<file path="config.mk">
export PLATFORM = sky130hd
export DESIGN_NAME = mbctl_guard
export DESIGN_NICKNAME = d
export VERILOG_FILES = /design/src/rtl/mbctl_pkg.sv /design/src/rtl/mbfield_decode.sv /design/src/rtl/mbctl_permit.sv /design/src/rtl/mbctl_rdmux.sv /design/src/rtl/mbctl_guard.sv
export SDC_FILE = /design/constraint.sdc
export NUM_CORES = 1
export LEC_CHECK = 0
export BUFFER_PORTS_ARGS = -buffer_cell sky130_fd_sc_hd__buf_2
export CAP_MARGIN = 30
export CORE_UTILIZATION = 37
export CTS_CLUSTER_DIAMETER = 60
export DETAILED_ROUTE_END_ITERATION = 8
export PLACE_DENSITY_LB_ADDON = 0.12
export SLEW_MARGIN = 20
export SYNTH_ARGS = -nofsm -noshare
export SYNTH_HDL_FRONTEND = slang
export SYNTH_SLANG_ARGS = --single-unit
</file>
<file path="constraint.sdc">
create_clock -name clk -period 1.3 [get_ports clk]
set_input_delay 0.26 -clock clk [delete_from_list [all_inputs] [get_ports clk]]
set_output_delay 0.26 -clock clk [all_outputs]
set_load 0.01 [all_outputs]
</file>
<file path="src/rtl/mbctl_pkg.sv">
package mbctl_pkg;
    localparam int unsigned FIELD_W = 4;
    localparam int unsigned NFIELD  = 3;
    localparam int unsigned CTRL_W  = FIELD_W * NFIELD;
    localparam int unsigned ADDR_W  = 2;

    localparam logic [FIELD_W-1:0] MB_ON  = 4'h6;
    localparam logic [FIELD_W-1:0] MB_OFF = 4'h9;

    typedef enum logic [ADDR_W-1:0] {
        ADR_LOCK  = 2'd0,
        ADR_CTRL  = 2'd1,
        ADR_ALERT = 2'd2,
        ADR_RSVD  = 2'd3
    } reg_addr_e;

    typedef struct packed {
        logic              lock;
        logic [CTRL_W-1:0] ctrl;
        logic [NFIELD-1:0] alert;
    } guard_state_t;
endpackage

</file>
<file path="src/rtl/mbfield_decode.sv">
module mbfield_decode #(
    parameter int unsigned W     = 4,
    parameter logic [W-1:0] ON_V  = 4'h6,
    parameter logic [W-1:0] OFF_V = 4'h9
) (
    input  logic [W-1:0] field,
    output logic         is_on,
    output logic         is_bad
);
    always_comb begin
        is_on  = (field == ON_V);
        is_bad = (field != ON_V) && (field != OFF_V);
    end
endmodule

</file>
<file path="src/rtl/mbctl_permit.sv">
module mbctl_permit #(
    parameter int unsigned W    = 8,
    parameter logic [W-1:0] CODE = 8'h69
) (
    input  logic [W-1:0] vec,
    output logic         granted
);
    always_comb granted = (vec == CODE);
endmodule

</file>
<file path="src/rtl/mbctl_rdmux.sv">
module mbctl_rdmux
    import mbctl_pkg::*;
#(
    parameter int unsigned DATA_W = 32
) (
    input  logic [ADDR_W-1:0] addr,
    input  logic              lock,
    input  logic [CTRL_W-1:0] ctrl,
    input  logic [NFIELD-1:0] alert,
    output logic [DATA_W-1:0] data
);
    always_comb begin
        data = '0;
        unique case (reg_addr_e'(addr))
            ADR_LOCK:  data[0]           = lock;
            ADR_CTRL:  data[CTRL_W-1:0]  = ctrl;
            ADR_ALERT: data[NFIELD-1:0]  = alert;
            default:   data              = '0;
        endcase
    end
endmodule

</file>
<file path="src/rtl/mbctl_guard.sv">
module mbctl_guard
    import mbctl_pkg::*;
#(
    parameter int unsigned DATA_W    = 32,
    parameter int unsigned FUSE_W    = 8,
    parameter logic [FUSE_W-1:0] FUSE_ON = 8'h69,
    parameter logic [NFIELD-1:0] GATE_MASK = 3'b110
) (
    input  logic              clk,
    input  logic              rst_n,
    input  logic              wr_en,
    input  logic [ADDR_W-1:0] wr_addr,
    input  logic [DATA_W-1:0] wr_data,
    input  logic [ADDR_W-1:0] rd_addr,
    output logic [DATA_W-1:0] rd_data,
    input  logic [FUSE_W-1:0] fuse_vec,
    output logic              en_core,
    output logic              en_swapp,
    output logic              en_stread
);
    guard_state_t st_d, st_q;

    logic [NFIELD-1:0] cur_on;
    logic [NFIELD-1:0] cur_bad_unused;
    logic [NFIELD-1:0] wr_on_unused;
    logic [NFIELD-1:0] wr_bad;
    logic [NFIELD-1:0] field_en;
    logic              permit_ok;

    for (genvar gi = 0; gi < NFIELD; gi++) begin : g_field
        mbfield_decode #(.W(FIELD_W), .ON_V(MB_ON), .OFF_V(MB_OFF)) u_cur (
            .field  (st_q.ctrl[gi*FIELD_W +: FIELD_W]),
            .is_on  (cur_on[gi]),
            .is_bad (cur_bad_unused[gi])
        );
        mbfield_decode #(.W(FIELD_W), .ON_V(MB_ON), .OFF_V(MB_OFF)) u_wr (
            .field  (wr_data[gi*FIELD_W +: FIELD_W]),
            .is_on  (wr_on_unused[gi]),
            .is_bad (wr_bad[gi])
        );
        if (GATE_MASK[gi]) begin : g_gated
            assign field_en[gi] = cur_on[gi] & permit_ok;
        end else begin : g_free
            assign field_en[gi] = cur_on[gi];
        end
    end

    mbctl_permit #(.W(FUSE_W), .CODE(FUSE_ON)) u_permit (
        .vec     (fuse_vec),
        .granted (permit_ok)
    );

    mbctl_rdmux #(.DATA_W(DATA_W)) u_rdmux (
        .addr  (rd_addr),
        .lock  (st_q.lock),
        .ctrl  (st_q.ctrl),
        .alert (st_q.alert),
        .data  (rd_data)
    );

    always_comb begin
        st_d = st_q;
        if (wr_en) begin
            unique case (reg_addr_e'(wr_addr))
                ADR_LOCK: begin
                    if (!wr_data[0]) st_d.lock = 1'b0;
                end
                ADR_CTRL: begin
                    if (st_q.lock) begin
                        st_d.ctrl  = wr_data[CTRL_W-1:0];
                        st_d.alert = st_q.alert | wr_bad;
                    end
                end
                ADR_ALERT: begin
                    st_d.alert = st_q.alert & wr_data[NFIELD-1:0];
                end
                default: ;
            endcase
        end
    end

    always_ff @(posedge clk or negedge rst_n) begin
        if (!rst_n) begin
            st_q.lock  <= 1'b1;
            st_q.ctrl  <= {NFIELD{MB_OFF}};
            st_q.alert <= '0;
        end else begin
            st_q <= st_d;
        end
    end

    assign en_core   = field_en[0];
    assign en_swapp  = field_en[1];
    assign en_stread = field_en[2];
endmodule

</file>
---- Yosys cells after proc, flatten, opt, wreduce, memory -nomap -nowiden ----
Cells that the tools add are included.
storage, ports and cells
  register bits ........................... 16
  word-level logic and storage cells ...... 37
cells by class
  reductions and logical operators ........ 9
  multiplexer cells ....................... 5
  bitwise logic cells ..................... 5
  equal/unequal tests ..................... 15
operators by type and width
  operator            number
  $eq 4x3->1 const B  3
  $ne 4x3->1 const B  3
  $ne 4x4->1 const B  3
  $mux 9              1
  $reduce_and 3->1    3
  $eq 8x7->1 const B  1
  $pmux 3 s2          1
  $eq 2x1->1 const B  2
  $eq 2x2->1 const B  2
  $logic_not 2->1     2
  $pmux 2 s2          1
  $and 3x3->3         1
  $logic_and 1x1->1   3
  $mux 3              1
  $or 3x3->3          1
  $pmux 1 s3          1
  $and 1x1->1         2
  $ne 2x2->1 const B  1
  $reduce_bool 2->1   1
  $not 1->1           1

---- Depth between registers and ports, before layout ----
  depth in word-level cells ............... 5
  depth in mapped cells ................... 5
  gate-level depth less buffers ........... 4

---- Modules after synthesis ----
Synthesis repeated with hierarchy kept, for this count alone.
second synthesis, totals
  cell total of the unflattened synthesis .. 136
  area, all modules ....................... 1204.9 um2
by module, submodules not included
  module          area an instance (um2)  instances  cells each  seq. area each (um2)
  mbctl_guard     676.9                   1          72          409.1
  mbctl_rdmux     329.1                   1          43          0.0
  mbfield_decode  28.8                    6          3           0.0
  mbctl_permit    26.3                    1          3           0.0

---- Least setup slack after synthesis ----
No wires, ideal clock.
  path kind ............................... input to output
  start ................................... input port rd_addr[1]
  end ..................................... output port rd_data[0]
  path slack .............................. -0.001 ns
  data arrival time ....................... 1.041 ns
  buffers on the path ..................... 1
  required time ........................... 1.040 ns
  stages on the path ...................... 5
  path through ............................ inv_1 > ha_1 > clkbuf_1 > a222oi_1 > nor2_1
between the ends
  word-level cells in the longest chain between the ends .. 2
  elaborated cells between the ends (all ways) .. 4
  those cells by class .................... eq/ne (2); mux (1); reduce/logical (1)
RTL lines
  item                                RTL line           text
  start: declaration                  mbctl_guard.sv:14  input logic [ADDR_W-1:0] rd_addr,
  $eq 2x2->1 (tied with other cells)  mbctl_rdmux.sv:14  unique case (reg_addr_e'(addr))
  $pmux 1 s3 (*)                      mbctl_rdmux.sv:14
  end: declaration                    mbctl_guard.sv:15  output logic [DATA_W-1:0] rd_data,
Every way passes the cells marked *; elsewhere a longest branch is shown, timed or not.

---- Worst setup path in the final report ----
  start ................................... register, netlist name st_q[15]
  end ..................................... output port rd_data[0]
between the ends
  word-level cells in the longest chain between the ends .. 1
RTL lines
  item        RTL line
  $pmux 1 s3  mbctl_rdmux.sv:14
Every way passes these cells.

==> flow_metrics.py <==
metrics = {
    "yosys": {
        "synth_top_area_frac": 0.195,
        "netlist_top_cells_area": "dfrtp_1 20%, dfstp_2 16%, buf_4 13%, mux2_4 9.1%, nor4bb_1 5.2%",
        "yosys_warnings": 0,
        "post-synth-top-count-cell": "buf_4",
        "ys_top_cells_by_count": "20 x buf_4, 9 x and2_1, 9 x dfrtp_1",
        "ys_seq_area_frac": 0.354,
        "avgSynthCellArea_um2": 11.8,
        "syn_area_mm2": 0.00115,
        "ys.flop_type": "dfrtp_1",
        "postSynth.asyncResetShare": 1.00,
        "synth_edf_count": 0,
        "synth_largest_area_cell": "dfrtp_1",
        "ys_ff_latch": 16,
        "synth.distinct_cells": 23,
        "synth_cells": 98,
    },
    "final_layout": {
        "largest_reg_flops": 16,
        "fill_cells": 256,
        "area_growth_pct": 34.1,
        "ff_latch_area_um2": 409,
        "fin_nets": 204,
        "drive_above_1_share": 0.605,
        "largestRegisters": "st_q: 16 flops",
        "multi_input_area_um2": 691,
        "antenna_cells": 0,
        "top_register": "st_q",
    },
    "drt": {
        "dr.pass1.iters": 6,
        "drtAntennaViolNets": 0,
        "highest_layer": "met4",
        "num_vias": 863,
        "drtIter0Drc": 24,
        "m1WireLength_um": 1070,
        "viasPerCell": 4.72,
        "avgRoutedWirePerCell_um": 12.9,
        "wl_um": 2370,
        "wl_met3_um": 167,
        "drc": 6,
        "wl_met2_um": 1100,
    },
    "global_route": {
        "grt_pass1_vias": 840,
        "grt_overflow": 0,
        "groute.usage.overall": 0.143,
        "grt_pass1_wl_um": 3670,
        "antenna_found_initial": 0,
        "grt_start_max_net_pins": 17,
    },
    "clocking": {
        "cts_root_buf": "clkbuf_4",
        "clock_latency_ns": 0.29,
        "cts_htree_levels": 1,
        "clkSinkCount": 16,
        "cts_buffer_depth": 2,
        "cts_tree": "yes",
        "cts_buffers": 3,
        "clk_pin_slew_worst_paths_ns": 0.10,
    },
    "timing": {
        "worst_slew_pin_slew_ns": 0.507,
        "hold_ws_ns": 0.222,
        "final-hold-violation-count": 0,
        "drv_slew": 0,
        "relSlewSlack": 0.657,
        "min_period_ns": 1.48,
        "layout_setup_ws_ns": -0.183,
        "setup_violations": 23,
        "rsz0062_at_grt": "true",
        "worst_clock_skew_ns": 0.000660,
        "max_freq_ghz": 0.674,
        "period_share": 1.14,
    },
    "die": {
        "rows": 19,
        "initial_core_util": 0.405,
        "pin_count": 82,
        "die_h_um": 57.9,
        "die_w_um": 57.9,
        "core_region_area_mm2": 0.00285,
        "die-area_mm2": 0.00335,
    },
    "status": {
        "violations": "DRC, setup timing",
        "status": "finished with violations",
    },
    "pwr": {
        "leakagePower_nw": 0.823,
        "power_mw": 1.01,
        "peakVddDrop_mv": 0.380,
        "powerDensity_mw_per_mm2": 654,
    },
    "job": {
        "drv_cap": 0,
    },
    "worst_setup_path": {
        "reg2reg_slack_ns": -0.11,
        "crit_start": "st_q[15]",
        "reg2regPathDepth": 4,
        "worst_ep_required_time_ns": 1.04,
        "path_max_fanout": 2,
        "end_kind": "output pin",
        "reg2reg_from": "st_q[15]",
        "crit_type": "register to output pin",
        "startpoint_type": "register",
        "arrival_ns": 1.22,
    },
    "worst_hold_path": {
        "min-delay-start": "wr_data[6]",
        "hp-class": "primary input to register",
        "hold_path_depth": 2,
    },
    "placement": {
        "port_buffers": 41,
        "globalplace.congestion": 0.694,
        "hpwl_um": 1730,
    },
}
worst max-delay path: stages, from the launching register on:
cell and delay [ns]:
dfstp_2 0.39, a222oi_1 0.34, nor2_1 0.07, buf_2 0.14
final timing paths:
check / end
min in group asynchronous: st_q[13]
max in group asynchronous: st_q[15]
hold reg to reg: st_q[0]
setup reg to reg: st_q[12]
setup / recovery: rd_data[0]
hold / removal: st_q[9]
per-layer routing:
layer  vias to the layer above  track usage
met4                         0       0.0612
met2                        42        0.235
li1                        423            -
met1                       394        0.188
met3                         4       0.0223
met5                         -            0
where the power goes:
group	switching (mW)	internal, mW
clock network	0.168	0.171
registers	0.00317	0.504
logic	0.0937	0.0746
total	0.265	0.749
kinds of logic (layout without fill, tap and decap cells):
kind of cell | count (synthesis) | in the layout | share of synthesized area
and+or+nand+nor | 30 | 30 | 0.223
buffers and inverters | 28 | 63 | 0.163
DFF | 16 | 16 | 0.354
muxes | 12 | 12 | 0.140
AOI/OAI and AO/OA | 7 | 7 | 0.0737
adders and majority gates | 4 | 4 | 0.0433
other | 1 | 20 | 0.00325
through the flow:
step	worst slack [ns]	area (µm²)	std cells	TNS, ns	util
floorplan	0.00655	1230	117	0	-
global placement	-0.0966	1360	172	-0.279	0.475
detailed placement	-0.114	1360	172	-0.397	0.475
CTS	-0.183	1460	181	-1.20	0.513
global route	-0.222	1550	183	-2.57	0.543
finish	-0.183	1550	183	-1.44	0.543
final cells by class:
| class | instances | share of cell area |
|---|---|---|
| clock buffers | 4 | 0.0234 |
| inverters | 6 | 0.0145 |
| multi-input cells | 73 | 0.446 |
| flip-flops and latches | 16 | 0.264 |
| well taps | 31 | 0.0250 |
| repair buffers | 53 | 0.227 |
cells in the final DEF (no fill, tap or decap):
master / synthesis / layout
buf_2: 0 / 39
conb_1: 1 / 20
dfrtp_1: 9 / 9
and2_1: 9 / 7
mux2_4: 7 / 7
dfstp_2: 7 / 7
nor4bb_1: 6 / 6
buf_4: 20 / 6
mux2_2: 5 / 5
buf_6: 1 / 5
nand4bb_1: 4 / 4
inv_1: 6 / 4
and4bb_2: 3 / 3
clkbuf_4: 0 / 3
a22oi_2: 0 / 2
nor2b_1: 2 / 2
and2_4: 0 / 2
nor3_2: 0 / 2
o32ai_2: 3 / 2
inv_2: 0 / 2
ha_1: 4 / 2
ha_4: 0 / 2
a222oi_1: 1 / 1
nor2_1: 1 / 1
nor3_1: 3 / 1
nand2_1: 1 / 1
nand4b_4: 1 / 1
o32ai_4: 0 / 1
o41a_1: 1 / 1
clkbuf_8: 0 / 1
clkbuf_16: 0 / 1
dlygate4sd3_1: 0 / 1
buf_12: 0 / 1
repair_timing:
action                     in CTS  in global routing
resized for setup               8                 10
buffers inserted                3                  1
pin swaps                      13                  2
hold endpoints to repair        9                  0
hold buffers                    1                  0
gates cloned                    1                  1
setup endpoints to repair      15                 26
(Power assumes the default switching activity.)
